$ cat config.mk
export PLATFORM = sky130hd
export DESIGN_NAME = pulse_delay_gen
export DESIGN_NICKNAME = d
export VERILOG_FILES = /design/src/rtl/pulse_delay_pkg.sv /design/src/rtl/pulse_delay_seq.sv /design/src/rtl/pulse_delay_regs.sv /design/src/rtl/pulse_delay_gen.sv
export SDC_FILE = /design/constraint.sdc
export NUM_CORES = 1
export LEC_CHECK = 0
export BUFFER_PORTS_ARGS = -buffer_cell sky130_fd_sc_hd__buf_2
export CAP_MARGIN = 20
export CELL_PAD_IN_SITES_DETAIL_PLACEMENT = 1
export CELL_PAD_IN_SITES_GLOBAL_PLACEMENT = 2
export CORE_AREA = 2 2 88 90
export DETAILED_ROUTE_END_ITERATION = 6
export DIE_AREA = 0 0 90 92
export GPL_TIMING_DRIVEN = 0
export HOLD_SLACK_MARGIN = 0.15
export MAX_ROUTING_LAYER = met4
export PLACE_DENSITY = 0.74
export SYNTH_ARGS = -nofsm -noshare
export SYNTH_HDL_FRONTEND = slang
export SYNTH_SLANG_ARGS = --single-unit
$ cat constraint.sdc
create_clock -name clk_i -period 3.2 [get_ports clk_i]
set_clock_uncertainty 0.2 [all_clocks]
set_input_delay 0.64 -clock clk_i [delete_from_list [all_inputs] [get_ports clk_i]]
set_output_delay 0.64 -clock clk_i [all_outputs]
set_load 0.01 [all_outputs]
$ cat src/rtl/pulse_delay_pkg.sv
package pulse_delay_pkg;
  localparam int unsigned ADDR_CTRL  = 0;
  localparam int unsigned ADDR_DELAY = 1;
  localparam int unsigned BIT_START  = 0;
  localparam int unsigned BIT_BUSY   = 1;
endpackage

$ cat src/rtl/pulse_delay_seq.sv
module pulse_delay_seq #(
  parameter int unsigned CNT_W = 16
) (
  input  logic             clk_i,
  input  logic             rst_ni,
  input  logic             req_i,
  input  logic [CNT_W-1:0] delay_i,
  output logic             run_o,
  output logic             done_o
);
  logic             run_q;
  logic [CNT_W-1:0] cnt_q;
  logic [CNT_W-1:0] load_val;

  // zero length is stretched to one cycle
  assign load_val = (delay_i == '0) ? CNT_W'(1) : delay_i;
  assign done_o   = run_q && (cnt_q == CNT_W'(1));
  assign run_o    = run_q;

  always_ff @(posedge clk_i or negedge rst_ni) begin
    if (!rst_ni) begin
      run_q <= 1'b0;
      cnt_q <= '0;
    end else if (!run_q && req_i) begin
      run_q <= 1'b1;
      cnt_q <= load_val;
    end else if (done_o) begin
      run_q <= 1'b0;
      cnt_q <= '0;
    end else if (run_q) begin
      cnt_q <= cnt_q - 1'b1;
    end
  end

  a_r4_cnt_nonzero: assert property (@(posedge clk_i) disable iff (!rst_ni)
    run_q |-> (cnt_q != '0));
  a_r7_no_reload: assert property (@(posedge clk_i) disable iff (!rst_ni)
    (run_q && !done_o) |=> (run_q && cnt_q == $past(cnt_q) - 1'b1));
  a_r2_start: assert property (@(posedge clk_i) disable iff (!rst_ni)
    (!run_q && req_i) |=> run_q);
  a_r5_end: assert property (@(posedge clk_i) disable iff (!rst_ni)
    done_o |=> !run_q);
endmodule

$ cat src/rtl/pulse_delay_regs.sv
module pulse_delay_regs
  import pulse_delay_pkg::*;
#(
  parameter int unsigned ADDR_W    = 2,
  parameter int unsigned DATA_W    = 32,
  parameter int unsigned CNT_W     = 16,
  parameter int unsigned DELAY_RST = 50
) (
  input  logic              clk_i,
  input  logic              rst_ni,
  input  logic              we_i,
  input  logic [ADDR_W-1:0] addr_i,
  input  logic [DATA_W-1:0] wdata_i,
  input  logic              busy_i,
  input  logic              done_i,
  output logic              start_wr_o,
  output logic [CNT_W-1:0]  delay_o,
  output logic [DATA_W-1:0] rdata_o
);
  logic             start_q;
  logic [CNT_W-1:0] delay_q;
  logic             sel_ctrl, sel_delay;
  logic             unused_wdata;

  assign sel_ctrl     = (addr_i == ADDR_W'(ADDR_CTRL));
  assign sel_delay    = (addr_i == ADDR_W'(ADDR_DELAY));
  assign start_wr_o   = we_i && sel_ctrl && wdata_i[BIT_START];
  assign delay_o      = delay_q;
  assign unused_wdata = ^wdata_i[DATA_W-1:CNT_W];

  always_ff @(posedge clk_i or negedge rst_ni) begin
    if (!rst_ni) begin
      start_q <= 1'b0;
      delay_q <= CNT_W'(DELAY_RST);
    end else begin
      if (done_i)                   start_q <= 1'b0;
      else if (start_wr_o && !busy_i) start_q <= 1'b1;
      if (we_i && sel_delay) delay_q <= wdata_i[CNT_W-1:0];
    end
  end

  always_comb begin
    rdata_o = '0;
    if (sel_ctrl) begin
      rdata_o[BIT_START] = start_q;
      rdata_o[BIT_BUSY]  = busy_i;
    end else if (sel_delay) begin
      rdata_o = DATA_W'(delay_q);
    end
  end

  a_r5_start_clear: assert property (@(posedge clk_i) disable iff (!rst_ni)
    done_i |=> !start_q);
  a_r7_no_late_start: assert property (@(posedge clk_i) disable iff (!rst_ni)
    (busy_i && !start_q) |=> !start_q);
endmodule

$ cat src/rtl/pulse_delay_gen.sv
module pulse_delay_gen #(
  parameter int unsigned ADDR_W    = 2,
  parameter int unsigned DATA_W    = 32,
  parameter int unsigned CNT_W     = 16,
  parameter int unsigned DELAY_RST = 50
) (
  input  logic              clk_i,
  input  logic              rst_ni,
  input  logic              trig_i,
  input  logic              we_i,
  input  logic [ADDR_W-1:0] addr_i,
  input  logic [DATA_W-1:0] wdata_i,
  output logic [DATA_W-1:0] rdata_o,
  output logic              pulse_o
);
  logic             start_wr, run, done;
  logic [CNT_W-1:0] delay;

  pulse_delay_regs #(
    .ADDR_W(ADDR_W), .DATA_W(DATA_W), .CNT_W(CNT_W), .DELAY_RST(DELAY_RST)
  ) u_regs (
    .clk_i, .rst_ni, .we_i, .addr_i, .wdata_i,
    .busy_i(run), .done_i(done), .start_wr_o(start_wr),
    .delay_o(delay), .rdata_o
  );

  pulse_delay_seq #(.CNT_W(CNT_W)) u_seq (
    .clk_i, .rst_ni,
    .req_i(trig_i | start_wr), .delay_i(delay),
    .run_o(run), .done_o(done)
  );

  assign pulse_o = run;

  a_r5_no_stick: assert property (@(posedge clk_i) disable iff (!rst_ni)
    done |=> !pulse_o);
endmodule

==> impl_metrics.toml, run 1 <==
[critical_path]
cp_max_fo = 10
crit_arrival_ns = 2.80
crit_type = "flop to flop"
startpoint_type = "flop"
ff2ff_path_depth = 6
cp.required_ns = 3.17
cp-end-kind = "flop"

[cells_and_area]
fin_util_pct = 33.2
fin_nets = 302
syn_to_final_growth_pct = 22.6
drive_above_1_share_pct = 33.5
mostFrequentLayoutCells = "buf_2, dfrtp_1, mux2_2, buf_4, conb_1"
layout_commonest_cell = "buf_2"
final_area_um2 = 2480
antenna_cells = 0
instances_no_fill = 365

[floorplanning]
initial_core_util_pct = 27.1
die_w_um = 90
fp.coreArea_um2 = 7450
ioPinCount = 71
rows = 32
dieArea_um2 = 8280
die_h_um = 92

[pwr]
clkPwrFrac_pct = 20.4
p_sw_mw = 0.555
p_leak_nw = 1.13
pwr-share-comb_pct = 31.6
sw_frac_of_total_pct = 36.2
p_per_area_nw_per_um2 = 619
p_total_mw = 1.53
internal_power_mw = 0.977
p_seq_share_pct = 48.0
ir_drop_uv = 218

[global_route]
antenna_found_initial = 0
grt_max_degree = 35
grt_pass1_wl_um = 9480
grt_use_total_pct = 14.8
grt_overflow_total = 0
grt_pass1_vias = 1883

[detailed_routing]
first_iter_violations = 61
dr_total_vias = 1735
via_per_inst = 4.75
wire_per_inst_um = 15.5
drc = 0
firstDrtPassIters = 4
routed_wirelength_um = 5660
postRouteAntennaNets = 0

[cts]
cts_htree_levels = 2
clockBufferDepth = 2
path_clk_slew_ns = 0.07
numCtsBuffers = 5
cts_hold_buf = 0
cts-resized-gates = 0
root_buffer = "clkbuf_8"
post_cts_buffers = 0
cts_tree = "yes"
clkSinkCount = 34
insertion_delay_ns = 0.29

[logic_synthesis]
yosysUniqueCellTypes = 41
synth.yosys.seq_area_share_pct = 42.3
synth_flop_cell = "dfrtp_1"
synth_top_area_share_pct = 38.4
yosys-top-cells-area = "dfrtp_1, mux2_2, buf_4"
ys_ff_latch = 34
avgSynthCellArea_um2 = 10.0
yosysWarnings = 0
synth_edf_count = 0
syn_area_um2 = 2020
syn_inst = 202
ys_async_sr_fraction_pct = 100
synth_area_leader_cell = "dfrtp_1"

[placed_design]
dp_cells = 357
dpl_cell_area_um2 = 2390
dpl_worst_slack_ns = 0.174
io_buffer_count = 38
place_congestion = 0.800
hpwl_um = 4320

[sta]
fin_ws_ns = 0.373
period_needed_ns = 2.83
timing.final.crit_share_pct = 88.3
max_slew_margin_pct = 47.1
tns_ns = 0
tightest_slew_ns = 0.793
setup_violations = 0
rsz0062_at_grt = "false"
timing.hold.ws_ns = 0.241
fmax_mhz = 354
final_hold_viol_count = 0
maxSlewViolCount = 0

[outcome]
status = "finished clean"

[hold_path]
hold_path_class = "input pin to asynchronous set/reset pin"

[job]
cap_violations = 0
==> synth_stat cells, types with 3 or more instances <==
cell / n
or4_1: 3
o2bb2ai_1: 6
dfrtp_1: 31
o21ai_0: 11
nor4_1: 10
inv_1: 6
mux2_2: 16
buf_4: 16
nand2_1: 4
a22o_1: 3
and2_1: 15
nor3_1: 10
nor2_1: 14
dfstp_2: 3
mux2i_1: 3
a21oi_1: 3
a221o_1: 8
clkbuf_1: 8
a32oi_1: 3
==> cell families (layout without fill, tap and decap cells) <==
group / Yosys count / after routing / share of synthesized area, %
AO/OA/AOI/OAI: 42 / 42 / 15.7
XOR/XNOR: 1 / 1 / 0.434
adder cells (fa/ha/maj): 2 / 2 / 1.24
buffers and inverters: 32 / 78 / 9.05
flip-flops: 34 / 34 / 42.3
multiplexers: 19 / 19 / 10.4
other: 1 / 16 / 0.186
AND/OR/NAND/NOR: 71 / 71 / 20.7
==> metal layers <==
metal  vias to the layer above  global-route usage [%]  part of all wire [%]
li1                        840                       -                     -
met1                       835                    19.7                    48
met2                        54                    23.5                    46
met3                         6                    2.71                   4.9
met4                         0                    3.85                   1.0
met5                         -                       -                     0
==> state kept, by name, indices dropped and copies added, names as in the netlist <==
signal	flops
u_regs.delay_o	16
u_regs.start_q	1
u_seq.cnt_q	16
u_seq.run_o	1
==> area by class of cell <==
cell class | count | area [um2]
plain buffers | 26 | 160
clock buffers | 6 | 72.6
clock inverters | 2 | 10.0
fillers | 921 | 4970
inverters | 6 | 22.5
multi-input cells | 151 | 1040
flip-flops and latches | 34 | 855
well taps | 102 | 128
repair buffers | 38 | 190
==> power groups by stage <==
stage	Combinational, mW	Sequential (mW)	Clock (mW)
after floorplan	0.380	0.684	0
after global placement	0.475	0.740	0
after detailed placement	0.486	0.739	0
after CTS	0.488	0.733	0.325
after global routing	0.544	0.760	0.346
final	0.484	0.735	0.313
==> path summary, 6_finish.rpt <==
path / from / to / slack (ns)
setup / recovery: u_seq.cnt_q[4] / u_seq.cnt_q[3] / 0.37
hold / removal: rst_ni / u_seq.run_o / 0.24
setup reg to reg: u_seq.cnt_q[4] / u_seq.cnt_q[3] / 0.37
hold reg to reg: u_seq.cnt_q[11] / u_seq.cnt_q[11] / 0.31
max in group asynchronous: rst_ni / u_regs.delay_o[15] / 2.06
min in group clk_i: u_seq.cnt_q[11] / u_seq.cnt_q[11] / 0.31
==> critical path, cell delays in order, from the launching register on <==
cell     delay (ns)
dfrtp_1        0.44
or4_4          0.55
nor4_1         0.57
a31o_2         0.35
buf_2          0.26
nor3_1         0.07
a221o_1        0.27
(Power assumes the default switching activity.)
==> inputs of run 2 (changes only) <==
Settings changed: CORE_AREA 2 2 88 90 to 2 2 81 99, DIE_AREA 0 0 90 92 to 0 0 83 101, PLACE_DENSITY 0.74 to 0.73.
==> impl_metrics.toml, run 2 (same netlist as run 1, synthesis figures left out) <==
[outcome]
status = "finished clean"

[critical_path]
cpMaxStageDelayCell = "or4_4"
crit_family = "simple AND/OR/NAND/NOR gates"
cp_max_fo = 10
worstPathCellList = "or4_4, nor4_1, a31o_2, buf_2, nor4_1, a221o_1"
slowest_delay_ns = 0.55
crit_type = "flop to flop"
cp_num_buf_inv = 1
startpoint_type = "flop"
crit_arrival_ns = 2.74
cp.required_ns = 3.17
cpMostUsedCell = "nor4_1"
cp-end-kind = "flop"

[global_route]
grt_max_degree = 35
grt_overflow_total = 0
grt_pass1_wl_um = 9810
antenna_found_initial = 0
grt_use_total_pct = 15.0
grt_pass1_vias = 1874

[sta]
fmax_mhz = 361
maxSlewViolCount = 0
tightest_slew_ns = 0.796
timing.final.crit_share_pct = 86.5
tns_ns = 0
rsz0062_at_grt = "false"
period_needed_ns = 2.77
max_slew_margin_pct = 46.9
setup_violations = 0
fin_ws_ns = 0.433
final_hold_viol_count = 0

[detailed_routing]
drc = 0
firstDrtPassIters = 4
first_iter_violations = 61
routed_wirelength_um = 5760
wire_per_inst_um = 16.2
via_per_inst = 4.92
postRouteAntennaNets = 0
dr_total_vias = 1745

[cts]
cts_tree = "yes"
cts-resized-gates = 0
path_clk_slew_ns = 0.07
clockBufferDepth = 2
numCtsBuffers = 5
cts_htree_levels = 2
insertion_delay_ns = 0.29
post_cts_buffers = 0
root_buffer = "clkbuf_8"
cts_hold_buf = 0
clkSinkCount = 34

[floorplanning]
fp.coreArea_um2 = 7490
ioPinCount = 71
die_h_um = 101
dieArea_um2 = 8380
rows = 35
die_w_um = 83
initial_core_util_pct = 27.0

[cells_and_area]
drive_above_1_share_pct = 33.8
mostFrequentLayoutCells = "buf_2, dfrtp_1, mux2_2, buf_4, conb_1"
final_area_um2 = 2490
syn_to_final_growth_pct = 23.4
fin_util_pct = 33.3
antenna_cells = 0
layout_commonest_cell = "buf_2"
fin_nets = 302

[pwr]
p_leak_nw = 1.15
p_total_mw = 1.60
p_per_area_nw_per_um2 = 643
ir_drop_uv = 215

[placed_design]
dpl_worst_slack_ns = 0.158
dpl_cell_area_um2 = 2380
hpwl_um = 4350
io_buffer_count = 38
place_congestion = 0.826

[hold_path]
hold_path_class = "input pin to asynchronous set/reset pin"

[job]
cap_violations = 0
-- run 2: cell count changes in the layout (fill, tap and decap cells not counted) --
cell      change
clkinv_2      -2
clkbuf_8      +3
clkbuf_1      -1
-- run 2: area by class of cell --
cell class,instances,area [um2]
inverter,6,22.5
fill,897,5000
timing repair buffer,38,190
multi-input combinational,151,1040
sequential,34,855
tap,92,115
clock buffer,8,110
buffer,26,160
-- run 2: report_power, final --
group	switching, mW	internal, mW	total (mW)
Clock	0.163	0.217	0.380
Sequential	0.165	0.573	0.738
Combinational	0.230	0.254	0.484
-- run 2: stage by stage --
step	hold slack, ns	cells
4_1_cts	0.255	355
3_5_place_dp	0.297	347
3_3_place_gp	0.289	347
2_1_floorplan	0.144	217
5_1_grt	0.288	355
6_report	0.232	355
-- run 2: final timing paths --
| kind | depth (start not counted) | slack (ns) | from | endpoint |
|---|---|---|---|---|
| max reg2reg | 6 | 0.43 | u_seq.cnt_q[4] | u_seq.cnt_q[6] |
| min in group clk_i | 1 | 0.31 | u_seq.cnt_q[11] | u_seq.cnt_q[11] |
| min | 1 | 0.23 | rst_ni | u_seq.run_o |
| min reg2reg | 1 | 0.31 | u_seq.cnt_q[11] | u_seq.cnt_q[11] |
| max | 6 | 0.43 | u_seq.cnt_q[4] | u_seq.cnt_q[6] |
| max in group asynchronous | 1 | 2.06 | rst_ni | u_regs.delay_o[14] |
-- run 2: layer usage --
metal	share of wire [%]	global-route usage [%]	wire, um	vias to the layer above
met5	0	-	0	-
met4	1.6	4.79	92	0
met3	3.8	2.62	219	9
met2	51	26.2	2940	48
met1	44	17.6	2510	850
li1	-	-	-	838
